### src/rtl/xbc_pkg.sv
package xbc_pkg;
   localparam int SW_BITS = 2;

   typedef enum logic [1:0] {
      ST_IDLE = 2'd0,
      ST_ADDR = 2'd1,
      ST_STRB = 2'd2
   } xbc_state_e;

   typedef struct packed {
      logic               rdy_en;
      logic [SW_BITS-1:0] sw;
   } xbc_rcfg_t;
endpackage

### src/rtl/xbc_region_dec.sv
module xbc_region_dec
   import xbc_pkg::*;
#(
   parameter int AW   = 20,
   parameter int NREG = 4
) (
   input  logic [AW-1:0]           addr,
   input  logic [NREG-1:0]         wait_n,
   input  logic [NREG*SW_BITS-1:0] sw_wait,
   output logic [NREG-1:0]         cs_vec,
   output xbc_rcfg_t               sel_cfg
);
   localparam int RB = $clog2(NREG);

   if (NREG < 2 || (1 << RB) != NREG) begin : g_bad_nreg
      $error("NREG must be a power of two of at least 2");
   end
   if (RB >= AW) begin : g_bad_aw
      $error("AW too small for region decode");
   end

   logic [RB-1:0] idx;
   assign idx = addr[AW-1 -: RB];

   for (genvar g = 0; g < NREG; g++) begin : g_hit
      assign cs_vec[g] = (idx == RB'(g));
   end

   always_comb begin
      sel_cfg = '0;
      for (int i = 0; i < NREG; i++) begin
         if (cs_vec[i]) begin
            sel_cfg.rdy_en = ~wait_n[i];
            sel_cfg.sw     = sw_wait[i*SW_BITS +: SW_BITS];
         end
      end
   end

   always_comb begin
      a_dec_onehot_r1 : assert ($onehot(cs_vec));
   end
endmodule

### src/rtl/xbc_wait_timer.sv
module xbc_wait_timer #(
   parameter int CW = 3
) (
   input  logic          clk,
   input  logic          rst_n,
   input  logic          load,
   input  logic [CW-1:0] load_val,
   input  logic          run,
   output logic          last
);
   if (CW < 1) begin : g_bad_cw
      $error("CW must be at least 1");
   end

   logic [CW-1:0] cnt;

   always_ff @(posedge clk or negedge rst_n) begin
      if (!rst_n)               cnt <= '0;
      else if (load)            cnt <= load_val;
      else if (run && cnt != 0) cnt <= cnt - CW'(1);
   end

   assign last = (cnt == '0);

   p_cnt_hold_r4 : assert property (@(posedge clk) disable iff (!rst_n)
      (last && !load) |=> last);
   p_cnt_step_r2 : assert property (@(posedge clk) disable iff (!rst_n)
      (run && !last && !load) |=> (cnt == $past(cnt) - CW'(1)));
endmodule

### src/rtl/xbc_pin_drive.sv
module xbc_pin_drive
   import xbc_pkg::*;
#(
   parameter int AW   = 20,
   parameter int DW   = 16,
   parameter int NREG = 4,
   parameter int BEW  = DW / 8
) (
   input  logic              clk,
   input  logic              rst_n,
   input  xbc_state_e        st,
   input  logic [AW-1:0]     lat_addr,
   input  logic [DW-1:0]     lat_wdata,
   input  logic [BEW-1:0]    lat_be,
   input  logic              lat_wr,
   input  logic [NREG-1:0]   lat_cs,
   output logic [AW-1:0]     bus_addr,
   output logic [NREG-1:0]   bus_cs,
   output logic              bus_rd,
   output logic [BEW-1:0]    bus_wr,
   output logic              bus_bhe,
   output logic              bus_ale,
   output logic [DW-1:0]     bus_d_o,
   output logic              bus_d_oe
);
   logic [DW-1:0] addr_lo;
   logic          active;
   logic          strb;

   if (AW >= DW) begin : g_addr_trunc
      assign addr_lo = lat_addr[DW-1:0];
   end else begin : g_addr_ext
      assign addr_lo = {{(DW-AW){1'b0}}, lat_addr};
   end

   if (BEW > 1) begin : g_bhe
      assign bus_bhe = active & (|lat_be[BEW-1:1]);
   end else begin : g_no_bhe
      assign bus_bhe = 1'b0;
   end

   assign active   = (st != ST_IDLE);
   assign strb     = (st == ST_STRB);
   assign bus_addr = lat_addr;
   assign bus_cs   = active ? lat_cs : '0;
   assign bus_ale  = (st == ST_ADDR);
   assign bus_rd   = strb & ~lat_wr;
   assign bus_wr   = (strb & lat_wr) ? lat_be : '0;
   assign bus_d_o  = (st == ST_ADDR) ? addr_lo : lat_wdata;
   assign bus_d_oe = (st == ST_ADDR) | (strb & lat_wr);

   p_ale_excl_r6 : assert property (@(posedge clk) disable iff (!rst_n)
      bus_ale |-> (!bus_rd && bus_wr == '0 && bus_d_oe));
   p_rw_excl_r7 : assert property (@(posedge clk) disable iff (!rst_n)
      bus_rd |-> (bus_wr == '0 && !bus_d_oe));
   p_cs_single_r1 : assert property (@(posedge clk) disable iff (!rst_n)
      $onehot0(bus_cs));
endmodule

### src/rtl/xbus_wait_ctrl.sv
module xbus_wait_ctrl
   import xbc_pkg::*;
#(
   parameter int AW   = 20,
   parameter int DW   = 16,
   parameter int NREG = 4,
   parameter int BEW  = DW / 8
) (
   input  logic                    clk,
   input  logic                    rst_n,
   input  logic                    core_req,
   input  logic                    core_wr,
   input  logic [AW-1:0]           core_addr,
   input  logic [DW-1:0]           core_wdata,
   input  logic [BEW-1:0]          core_be,
   output logic                    core_ack,
   output logic [DW-1:0]           core_rdata,
   input  logic                    cfg_mux,
   input  logic [NREG-1:0]         cfg_wait_n,
   input  logic [NREG*SW_BITS-1:0] cfg_sw_wait,
   output logic [AW-1:0]           bus_addr,
   output logic [NREG-1:0]         bus_cs,
   output logic                    bus_rd,
   output logic [BEW-1:0]          bus_wr,
   output logic                    bus_bhe,
   output logic                    bus_ale,
   output logic [DW-1:0]           bus_d_o,
   output logic                    bus_d_oe,
   input  logic [DW-1:0]           bus_d_i,
   input  logic                    bus_rdy
);
   localparam int CW = SW_BITS + 1;

   if (DW % 8 != 0 || BEW != DW / 8) begin : g_bad_dw
      $error("DW must be a multiple of 8 and BEW must equal DW/8");
   end

   xbc_state_e      st;
   logic [AW-1:0]   lat_addr;
   logic [DW-1:0]   lat_wdata;
   logic [BEW-1:0]  lat_be;
   logic            lat_wr;
   logic [NREG-1:0] lat_cs;
   logic            lat_rdy_en;
   logic [NREG-1:0] dec_cs;
   xbc_rcfg_t       dec_cfg;
   logic            accept;
   logic            last;
   logic            finish;

   xbc_region_dec #(.AW(AW), .NREG(NREG)) u_dec (
      .addr    (core_addr),
      .wait_n  (cfg_wait_n),
      .sw_wait (cfg_sw_wait),
      .cs_vec  (dec_cs),
      .sel_cfg (dec_cfg)
   );

   assign accept = (st == ST_IDLE) && core_req && !core_ack;
   assign finish = (st == ST_STRB) && last && (bus_rdy || !lat_rdy_en);

   xbc_wait_timer #(.CW(CW)) u_tmr (
      .clk      (clk),
      .rst_n    (rst_n),
      .load     (accept),
      .load_val (CW'(dec_cfg.sw) + CW'(1)),
      .run      (st == ST_STRB),
      .last     (last)
   );

   always_ff @(posedge clk or negedge rst_n) begin
      if (!rst_n) begin
         st         <= ST_IDLE;
         core_ack   <= 1'b0;
         core_rdata <= '0;
         lat_addr   <= '0;
         lat_wdata  <= '0;
         lat_be     <= '0;
         lat_wr     <= 1'b0;
         lat_cs     <= '0;
         lat_rdy_en <= 1'b0;
      end else begin
         core_ack <= 1'b0;
         unique case (st)
            ST_IDLE: begin
               if (accept) begin
                  lat_addr   <= core_addr;
                  lat_wdata  <= core_wdata;
                  lat_be     <= core_be;
                  lat_wr     <= core_wr;
                  lat_cs     <= dec_cs;
                  lat_rdy_en <= dec_cfg.rdy_en;
                  st         <= cfg_mux ? ST_ADDR : ST_STRB;
               end
            end
            ST_ADDR: st <= ST_STRB;
            ST_STRB: begin
               if (finish) begin
                  st       <= ST_IDLE;
                  core_ack <= 1'b1;
                  if (!lat_wr) core_rdata <= bus_d_i;
               end
            end
            default: st <= ST_IDLE;
         endcase
      end
   end

   xbc_pin_drive #(.AW(AW), .DW(DW), .NREG(NREG), .BEW(BEW)) u_pins (
      .clk       (clk),
      .rst_n     (rst_n),
      .st        (st),
      .lat_addr  (lat_addr),
      .lat_wdata (lat_wdata),
      .lat_be    (lat_be),
      .lat_wr    (lat_wr),
      .lat_cs    (lat_cs),
      .bus_addr  (bus_addr),
      .bus_cs    (bus_cs),
      .bus_rd    (bus_rd),
      .bus_wr    (bus_wr),
      .bus_bhe   (bus_bhe),
      .bus_ale   (bus_ale),
      .bus_d_o   (bus_d_o),
      .bus_d_oe  (bus_d_oe)
   );

   p_freeze_r5 : assert property (@(posedge clk) disable iff (!rst_n)
      (st == ST_STRB && last && lat_rdy_en && !bus_rdy) |=>
         ($stable(bus_addr) && $stable(bus_cs) && $stable(bus_rd) &&
          $stable(bus_wr) && $stable(bus_bhe) && $stable(bus_ale) &&
          $stable(bus_d_o) && $stable(bus_d_oe) && !core_ack));
   p_ignore_rdy_r3 : assert property (@(posedge clk) disable iff (!rst_n)
      (st == ST_STRB && last && !lat_rdy_en) |=> core_ack);
   p_ack_pulse_r9 : assert property (@(posedge clk) disable iff (!rst_n)
      core_ack |=> !core_ack);
   p_ack_idle_r1 : assert property (@(posedge clk) disable iff (!rst_n)
      core_ack |-> (bus_cs == '0 && !bus_rd && bus_wr == '0));
   p_rdata_r8 : assert property (@(posedge clk) disable iff (!rst_n)
      (finish && !lat_wr) |=> (core_rdata == $past(bus_d_i)));
endmodule

### config.mk
export PLATFORM = sky130hd
export DESIGN_NAME = xbus_wait_ctrl
export DESIGN_NICKNAME = d
export VERILOG_FILES = /design/src/rtl/xbc_pkg.sv /design/src/rtl/xbc_region_dec.sv /design/src/rtl/xbc_wait_timer.sv /design/src/rtl/xbc_pin_drive.sv /design/src/rtl/xbus_wait_ctrl.sv
export SDC_FILE = /design/constraint.sdc
export NUM_CORES = 1
export LEC_CHECK = 0
export ABC_AREA = 1
export BUFFER_PORTS_ARGS = -buffer_cell sky130_fd_sc_hd__buf_2
export CAP_MARGIN = 30
export CORE_AREA = 2 2 79 81
export CTS_BUF_LIST = sky130_fd_sc_hd__clkbuf_4 sky130_fd_sc_hd__clkbuf_8
export DETAILED_ROUTE_END_ITERATION = 12
export DIE_AREA = 0 0 81 83
export PLACE_DENSITY = 0.86
export SYNTH_ARGS = -nofsm -noshare
export SYNTH_HDL_FRONTEND = slang
export SYNTH_SLANG_ARGS = --single-unit
### constraint.sdc
create_clock -name clk -period 4.11 [get_ports clk]
set_input_delay 0.822 -clock clk [delete_from_list [all_inputs] [get_ports clk]]
set_output_delay 0.822 -clock clk [all_outputs]
set_load 0.02 [all_outputs]
==> impl_metrics.json, run 1 <==
{
  "tightest_slew_ps": 777,
  "worst-path-buf-inv": 4,
  "cp_slowest_cell": "inv_1",
  "p_clk_frac": 0.158,
  "synthTopCellsByCount": "nand2_1 (200), dfrtp_1 (66), inv_1 (24)",
  "layout.cells.non_filler": 591,
  "yosysTopAreaCell": "dfrtp_1",
  "maxCapViolations": 0,
  "fin_crit_sh": 0.686,
  "grt_remaining_overflow": 0,
  "port_buffers": 134,
  "syn_nets": 456,
  "dieArea_sq_um": 6720,
  "finalSetupViolCount": 0,
  "fillers": 521,
  "synth-warning-count": 0,
  "clock_tree.buffer_depth": 2,
  "cp_common_cell": "inv_1",
  "share_comb_of_total_power": 0.465,
  "cts_buffers": 9,
  "final_antenna_net_count": 0,
  "placed_cells_incl_taps": 576,
  "end_kind": "output port",
  "grt_pass1_wl_microns": 12300,
  "cp_data_required_time_ps": 3290,
  "root_buffer": "clkbuf_8",
  "pin_count": 135,
  "antenna_found_initial": 0,
  "antenna_cells": 0,
  "core_area_sq_um": 5820,
  "syn_to_final_growth_pct": 29.2,
  "grt_pass1_vias": 2734,
  "hold_class": "flop to flop",
  "start_kind": "flop",
  "grt_max_degree": 53,
  "r2r_start": "st[1]",
  "setup_ws_ps": 1290,
  "die_w_microns": 81,
  "initial_utilization": 0.514,
  "seq_area_frac_synth": 0.552,
  "drive_gt1_frac": 0.306,
  "synthMostInstantiatedCell": "nand2_1",
  "min_from": "core_rdata[15]",
  "crit_type": "flop to output port",
  "postCtsSetupBuffers": 0,
  "viasPerCell": 4.84,
  "max_freq_mhz": 355,
  "cts_resized": 0,
  "pre_cts_ws_ps": 1620,
  "fin_util": 0.664,
  "worstPathArrival_ps": 2000,
  "cpLargestDelayFamily": "buffers and inverters",
  "finalWirelength_microns": 7440,
  "htreeDepth": 3,
  "synth_area_leaders": "dfrtp_1 (55%), nand2_1 (25%), nand3_1 (3.5%)",
  "synth_edf_count": 0,
  "drc": 0,
  "cts_sinks": 66,
  "synth_area_sq_um": 2990,
  "rows": 28,
  "die_y_microns": 83,
  "firstDrtPassIters": 4,
  "ys_async_sr_fraction": 1.00,
  "critPathMaxStageDelay_ps": 460,
  "clkLatencyLatePin_ps": 320,
  "fin_crit_ps": 2820,
  "register_area_sq_um": 1650,
  "multi_input_area_sq_um": 1160,
  "final_hold_viol_count": 0,
  "clk_pin_slew_ps": 70,
  "pwr_density_cell_nw_per_um2": 778,
  "routedWlPerCell_microns": 12.6,
  "max-vdd-ir-drop_v": 0.000400,
  "hold_buffers": 0,
  "slew_headroom": 0.481,
  "crit_chain": "inv_1 > nor2_1 > buf_4 > inv_1 > nand2_1 > o21ai_0 > buf_2",
  "fin_hold_ws_ps": 475,
  "slew_violations": 0,
  "routabilityCongestion": 0.839,
  "fin_nets": 587,
  "swShare": 0.450,
  "p_seq_frac": 0.377,
  "fin_tns_setup_ps": 0,
  "cts_tree": "yes",
  "critPathMaxFanout": 21,
  "status": "finished, final reports clean",
  "p_leak_nw": 2.33,
  "ys_types": 22,
  "p_int_mw": 1.65,
  "synth_seq_cells": 66,
  "vias": 2863,
  "rsz0062_at_grt": "false",
  "fin_skew_ps": 5.80,
  "critPathLaunch": "st[0]",
  "p_switching_mw": 1.35,
  "gr-usage-all-layers": 0.234,
  "synth_ff_type": "dfrtp_1",
  "syn_avg_cell_area_sq_um": 7.85,
  "syn_inst": 381,
  "synth_top_area_share": 0.552,
  "place_hpwl_microns": 5490,
  "first_iter_violations": 132
}
[power by group through the flow]
stage	sequential, mW	clock [mW]	combinational [mW]
global placement	1.12	0	1.37
detailed placement	1.13	0	1.42
finish	1.13	0.474	1.40
global route	1.17	0.518	1.56
floorplan	1.30	0	0.760
CTS	1.13	0.482	1.42
[sequential cells by signal, summed over array words and instances (netlist names)]
| name | flops |
|---|---|
| u_tmr.cnt | 3 |
| st | 2 |
| lat_wdata | 16 |
| lat_rdy_en | 1 |
| lat_be | 2 |
| core_ack | 1 |
| lat_addr | 20 |
| core_rdata | 16 |
| lat_wr | 1 |
| lat_cs | 4 |
[through the flow]
stage,area [sq um],power [mW]
CTS,3860,3.03
floorplan,2990,2.06
global placement,3690,2.49
detailed placement,3690,2.55
finish,3860,3.00
global route,3860,3.25
[final cells by class]
cell class,count,share of cell area
clock buffers,12,0.0411
clock inverters,3,0.00389
inverters,27,0.0262
well taps,75,0.0243
flip-flops and latches,66,0.427
repair buffers,136,0.177
multi-input cells,272,0.300
[kinds of logic after synthesis]
kind of cell / count (synthesis) / share of synthesized area
and+or+nand+nor: 242 / 0.326
DFF: 66 / 0.552
adders and majority gates: 3 / 0.0126
AOI/OAI and AO/OA: 26 / 0.0460
buffers and inverters: 43 / 0.0607
xor gates and xnor gates: 1 / 0.00293
[worst paths after layout]
kind	cells after the start	slack (ps)	to
setup reg to reg	5	1870	lat_addr[6]
hold / removal	2	480	core_rdata[15]
hold reg to reg	2	480	core_rdata[15]
max in group asynchronous	2	2660	lat_wdata[4]
min in group asynchronous	1	520	lat_addr[2]
setup / recovery	7	1290	bus_d_o[4]
[layer usage]
| metal | vias to the layer above | GRT usage | routed length, microns |
|---|---|---|---|
| met5 | - | 0 | 0 |
| met4 | 0 | 0.0801 | 50 |
| met3 | 4 | 0.0576 | 490 |
| met2 | 82 | 0.394 | 3820 |
| met1 | 1350 | 0.289 | 3070 |
| li1 | 1427 | - | - |
[worst min-delay path: cells and delay by family, from the launching register on]
family        cells  cell delay, ps
simple gates      2              90
flops             1             350
[cells in the final DEF, fill, tap and decap left out]
cell / count
xnor2_1: 1
nor2_4: 1
o211ai_1: 3
dfrtp_1: 66
a21oi_1: 2
buf_2: 134
nand2_1: 200
inv_1: 24
inv_2: 2
nand3b_4: 1
clkinv_2: 3
nand2_4: 1
ha_1: 3
nand2_2: 1
clkbuf_8: 11
o21ai_0: 21
clkbuf_4: 1
buf_4: 2
or2_2: 1
nor2_1: 15
nand4_1: 1
nand3_1: 21
clkinv_1: 1
Note: power is estimated with default switching activity, not from simulation.
==> run 2, diff against run 1 <==
--- a/config.mk
+++ b/config.mk
@@ -8,11 +8,11 @@
 export ABC_AREA = 1
 export BUFFER_PORTS_ARGS = -buffer_cell sky130_fd_sc_hd__buf_2
 export CAP_MARGIN = 30
-export CORE_AREA = 2 2 79 81
+export CORE_AREA = 2 2 82 84
 export CTS_BUF_LIST = sky130_fd_sc_hd__clkbuf_4 sky130_fd_sc_hd__clkbuf_8
 export DETAILED_ROUTE_END_ITERATION = 12
-export DIE_AREA = 0 0 81 83
-export PLACE_DENSITY = 0.86
+export DIE_AREA = 0 0 84 86
+export PLACE_DENSITY = 0.8
 export SYNTH_ARGS = -nofsm -noshare
 export SYNTH_HDL_FRONTEND = slang
 export SYNTH_SLANG_ARGS = --single-unit
==> constraint.sdc (replaced) <==
create_clock -name clk -period 2.74 [get_ports clk]
set_input_delay 0.548 -clock clk [delete_from_list [all_inputs] [get_ports clk]]
set_output_delay 0.548 -clock clk [all_outputs]
set_load 0.02 [all_outputs]
==> run 2 against run 1 <==
Against the previous run:
- setup slack lost 1000 ps
- die area grew 7.5%
- utilization shrank 4.6 points
- combinational power grew 51%
- highest routed layer unchanged
- clock skew grew 1.6 ps
- clock power grew 47%
- sequential cell count is the same
- wire length shrank 0.31%
- global-route usage shrank 1.8 points
- register-to-register slack lost 860 ps
==> impl_metrics.json, run 2 (synthesis results as in run 1) <==
{
  "status": "finished, final reports clean",
  "place_hpwl_microns": 5430,
  "top_regs": "lat_addr (20), core_rdata (16), lat_wdata (16)",
  "slew_violations": 0,
  "rows": 29,
  "vias": 2844,
  "fin_crit_ps": 2500,
  "gr-usage-met1": 0.270,
  "antenna_found_initial": 0,
  "clk_pin_slew_ps": 70,
  "cts_sinks": 66,
  "regToRegEndpoint": "lat_addr[3]",
  "reg2reg_slack_ps": 1010,
  "slew_headroom": 0.470,
  "worstPathArrival_ps": 1950,
  "pre_cts_ws_ps": 621,
  "viasPerCell": 4.78,
  "fin_crit_sh": 0.912,
  "finalWirelength_microns": 7410,
  "antenna_cells": 0,
  "syn_to_final_growth_pct": 29.7,
  "root_buffer": "clkbuf_8",
  "routabilityCongestion": 0.898,
  "die_y_microns": 86,
  "fin_nets": 588,
  "rsz0062_at_grt": "false",
  "fin_tns_setup_ps": 0,
  "regMostFlops": "lat_addr",
  "p_leak_nw": 2.33,
  "layout_commonest_cell": "nand2_1",
  "first_iter_violations": 103,
  "gr-usage-all-layers": 0.216,
  "max_freq_mhz": 400,
  "pin_count": 135,
  "cts_tree": "yes",
  "firstDrtPassIters": 4,
  "maxCapViolations": 0,
  "fin_skew_ps": 7.35,
  "finalSetupViolCount": 0,
  "grt_remaining_overflow": 0,
  "routedWlPerCell_microns": 12.5,
  "crit_path_end": "bus_d_o[5]",
  "tightest_slew_ps": 795,
  "hold_class": "input port to async pin",
  "max-vdd-ir-drop_v": 0.000644,
  "layout_common_cells": "nand2_1 (200), buf_2 (134), dfrtp_1 (66)",
  "end_kind": "output port",
  "busiest_layer": "met2",
  "fin_util": 0.618,
  "r2r_start": "st[1]",
  "grt_use_met3": 0.0597,
  "critPathLaunch": "st[0]",
  "start_kind": "flop",
  "setup_ws_ps": 242,
  "grt_pass1_vias": 2721,
  "grt_max_degree": 53,
  "htreeDepth": 3,
  "fillers": 594,
  "pwr_density_cell_nw_per_um2": 1160,
  "clkLatencyLatePin_ps": 330,
  "fin_hold_ws_ps": 222,
  "critPathMaxFanout": 21,
  "initial_utilization": 0.476,
  "r2r_cells": 4,
  "cts_resized": 0,
  "clock_tree.buffer_depth": 2,
  "core_area_sq_um": 6280,
  "cts_buffers": 9,
  "final_hold_viol_count": 0,
  "drc": 0,
  "postCtsSetupBuffers": 0,
  "die_w_microns": 84,
  "use_met2": 0.356,
  "drive_gt1_frac": 0.309,
  "grt_pass1_wl_microns": 12300,
  "largest_reg_flops": 20,
  "dieArea_sq_um": 7220,
  "cp_data_required_time_ps": 2190,
  "final_antenna_net_count": 0,
  "crit_type": "flop to output port",
  "hold_buffers": 0,
  "port_buffers": 134
}
-- run 2: cell count changes in the layout (fill, tap and decap cells not counted), sizes merged --
cell | before | now
buf | 136 | 137
clkinvlp | 0 | 2
inv | 26 | 27
clkbuf | 12 | 9
clkinv | 4 | 5
-- run 2: layout make-up --
type	instances	area, sq um	share of cell area
sequential	66	1650	0.426
multi-input combinational	272	1160	0.298
timing repair buffer	137	706	0.182
clock buffer	9	124	0.0319
inverter	27	101	0.0261
tap	77	96.3	0.0248
clock inverter	7	43.8	0.0113
-- run 2: metrics by stage --
| stage | power [mW] | cells | area [sq um] |
|---|---|---|---|
| after floorplan | 3.10 | 381 | 2990 |
| after global placement | 3.76 | 579 | 3710 |
| after detailed placement | 3.83 | 579 | 3710 |
| after CTS | 4.54 | 595 | 3880 |
| after global routing | 4.88 | 595 | 3880 |
| final | 4.50 | 595 | 3880 |
-- run 2: power by group --
group          switching [mW]  internal [mW]  total, mW
logic                    1.42          0.686       2.11
clock network           0.373          0.324      0.697
registers               0.273           1.42       1.69
-- run 2: how the worst min path moves through the flow --
stage | startpoint | endpoint | cells past startpoint
after CTS | rst_n | core_rdata[5] | 1
final | rst_n | core_rdata[5] | 1
after floorplan | rst_n | core_ack | 0
after global routing | rst_n | core_rdata[11] | 1
after detailed placement | core_rdata[8] | core_rdata[8] | 2
after global placement | core_rdata[12] | core_rdata[12] | 2
-- run 2: worst max-delay path: stages (launching register included) --
cell     delay (ps)
dfrtp_1         410
inv_1           120
nor2_1           50
buf_4           190
inv_1           460
nand2_1         100
o21ai_0         100
buf_2           190
-- run 2: metal layers --
metal / up-vias / wire length, microns
li1: 1431 / -
met4: 0 / 125
met3: 12 / 461
met5: - / 0
met2: 106 / 3530
met1: 1295 / 3290
==> run 3, diff against run 2 <==
--- a/config.mk
+++ b/config.mk
@@ -8,11 +8,12 @@
 export ABC_AREA = 1
 export BUFFER_PORTS_ARGS = -buffer_cell sky130_fd_sc_hd__buf_2
 export CAP_MARGIN = 30
-export CORE_AREA = 2 2 82 84
+export CORE_AREA = 2 2 79 81
 export CTS_BUF_LIST = sky130_fd_sc_hd__clkbuf_4 sky130_fd_sc_hd__clkbuf_8
 export DETAILED_ROUTE_END_ITERATION = 12
-export DIE_AREA = 0 0 84 86
-export PLACE_DENSITY = 0.8
+export DIE_AREA = 0 0 81 83
+export MAX_ROUTING_LAYER = met4
+export PLACE_DENSITY = 0.86
 export SYNTH_ARGS = -nofsm -noshare
 export SYNTH_HDL_FRONTEND = slang
 export SYNTH_SLANG_ARGS = --single-unit
==> constraint.sdc (replaced) <==
create_clock -name clk -period 2.9 [get_ports clk]
set_input_delay 0.58 -clock clk [delete_from_list [all_inputs] [get_ports clk]]
set_output_delay 0.58 -clock clk [all_outputs]
set_load 0.02 [all_outputs]
==> run 3 against run 2 <==
Against the previous run:
- count of clock-buffer cells in the layout did not move
- via count shrank 0.25%
- combinational power down 6%
- global-route usage grew 1.7 points
- register-to-register slack gained 180 ps
- clock power grew 30%
- sequential share of layout area shrank 0.70 points
- critical path type unchanged
- highest routed layer unchanged
- die area is 6.9% lower
- clock skew is essentially flat
- largest power group unchanged
- setup slack improved by 110 ps
==> impl_metrics.json, run 3 (synthesis results as in run 1) <==
{
  "die_y_microns": 83,
  "slew_headroom": 0.468,
  "placed_area_sq_um": 3700,
  "fin_crit_ps": 2540,
  "cts_resized": 0,
  "hold_buffers": 0,
  "fin_nets": 589,
  "routedWlPerCell_microns": 12.1,
  "layout_commonest_cell": "nand2_1",
  "finalWirelength_microns": 7200,
  "layout_common_cells": "nand2_1 (200), buf_2 (134), dfrtp_1 (66)",
  "regMostFlops": "lat_addr",
  "drive_gt1_frac": 0.310,
  "core_area_sq_um": 5820,
  "cts_buffers": 9,
  "cts_tree": "yes",
  "pwr_density_cell_nw_per_um2": 1140,
  "largest_reg_flops": 20,
  "final_hold_viol_count": 0,
  "max_freq_mhz": 393,
  "place_hpwl_microns": 5300,
  "worstPathArrival_ps": 1960,
  "antenna_cells": 0,
  "slew_violations": 0,
  "p_leak_nw": 2.36,
  "finalSetupViolCount": 0,
  "grt_pass1_vias": 2639,
  "fin_tns_setup_ps": 0,
  "r2r_cells": 4,
  "max-vdd-ir-drop_v": 0.000683,
  "clk_pin_slew_ps": 70,
  "grt_remaining_overflow": 0,
  "syn_to_final_growth_pct": 31.9,
  "grt_max_degree": 53,
  "hold_class": "input port to async pin",
  "crit_type": "flop to output port",
  "routabilityCongestion": 0.847,
  "gr-usage-all-layers": 0.233,
  "tightest_slew_ps": 798,
  "fin_skew_ps": 7.14,
  "fin_crit_sh": 0.877,
  "first_iter_violations": 182,
  "finalPower_mw": 4.49,
  "rows": 28,
  "antenna_found_initial": 0,
  "fin_util": 0.678,
  "maxCapViolations": 0,
  "initial_utilization": 0.514,
  "r2r_start": "st[1]",
  "cp_data_required_time_ps": 2320,
  "vias": 2837,
  "clock_tree.buffer_depth": 2,
  "rsz0062_at_grt": "false",
  "dieArea_sq_um": 6720,
  "grt_pass1_wl_microns": 11800,
  "top_regs": "lat_addr (20), core_rdata (16), lat_wdata (16)",
  "fillers": 515,
  "drc": 0,
  "root_buffer": "clkbuf_8",
  "critPathMaxFanout": 21,
  "pin_count": 135,
  "cts_sinks": 66,
  "reg2reg_slack_ps": 1190,
  "port_buffers": 134,
  "htreeDepth": 3,
  "postCtsSetupBuffers": 0,
  "final_area_sq_um": 3950,
  "final_antenna_net_count": 0,
  "die_w_microns": 81,
  "clkLatencyLatePin_ps": 320,
  "viasPerCell": 4.78,
  "firstDrtPassIters": 4,
  "start_kind": "flop",
  "end_kind": "output port",
  "status": "finished, final reports clean",
  "regToRegEndpoint": "lat_rdy_en"
}
[run 3: changes by cell type in the layout (fill, tap and decap cells not counted)]
| cell | previous run | this run |
|---|---|---|
| clkinvlp_4 | 2 | 1 |
| bufinv_16 | 0 | 3 |
| buf_12 | 1 | 0 |
| clkinv_2 | 4 | 2 |
| buf_4 | 2 | 4 |
[run 3: worst max path at each step]
| stage | start | endpoint | slack [ps] |
|---|---|---|---|
| after floorplan | st[0] | bus_d_o[3] | 940 |
| after global placement | st[0] | bus_d_o[6] | 840 |
| after detailed placement | st[0] | bus_d_o[4] | 710 |
| after CTS | st[0] | bus_d_o[4] | 340 |
| after global routing | st[0] | bus_d_o[4] | 170 |
| final | st[0] | bus_d_o[4] | 360 |
[run 3: area by class of cell]
type	instances	area (sq um)	share of cell area
well taps	75	93.8	0.0238
clock buffers	9	124	0.0314
clock inverters	7	116	0.0295
inverters	27	101	0.0257
repair buffers	138	701	0.178
flip-flops and latches	66	1650	0.419
multi-input cells	272	1160	0.293
[run 3: metal layers]
| metal | wire length, microns | global-route usage |
|---|---|---|
| met5 | 0 | - |
| met4 | 132 | 0.0863 |
| met3 | 411 | 0.0620 |
| met2 | 3590 | 0.373 |
| met1 | 3060 | 0.282 |
[run 3: report_power, final]
| part | leakage (nW) | internal, mW | switching [mW] |
|---|---|---|---|
| registers | 0.827 | 1.34 | 0.250 |
| clock network | 0.120 | 0.571 | 0.337 |
| logic | 1.42 | 0.647 | 1.34 |
[run 3: worst max-delay path, stage by stage (launching register included)]
cell and delay [ps]:
dfrtp_1 410, inv_1 110, nor2_1 50, buf_4 190, inv_1 460, nand2_1 120, o21ai_0 100, buf_2 190
[run 3: stage by stage]
step / hold WS, ps / std cells / setup WS (ps)
after floorplan: 284 / 381 / 943
after global placement: 451 / 578 / 841
after detailed placement: 458 / 578 / 711
after CTS: 363 / 594 / 344
after global routing: 407 / 594 / 175
final: 339 / 594 / 356
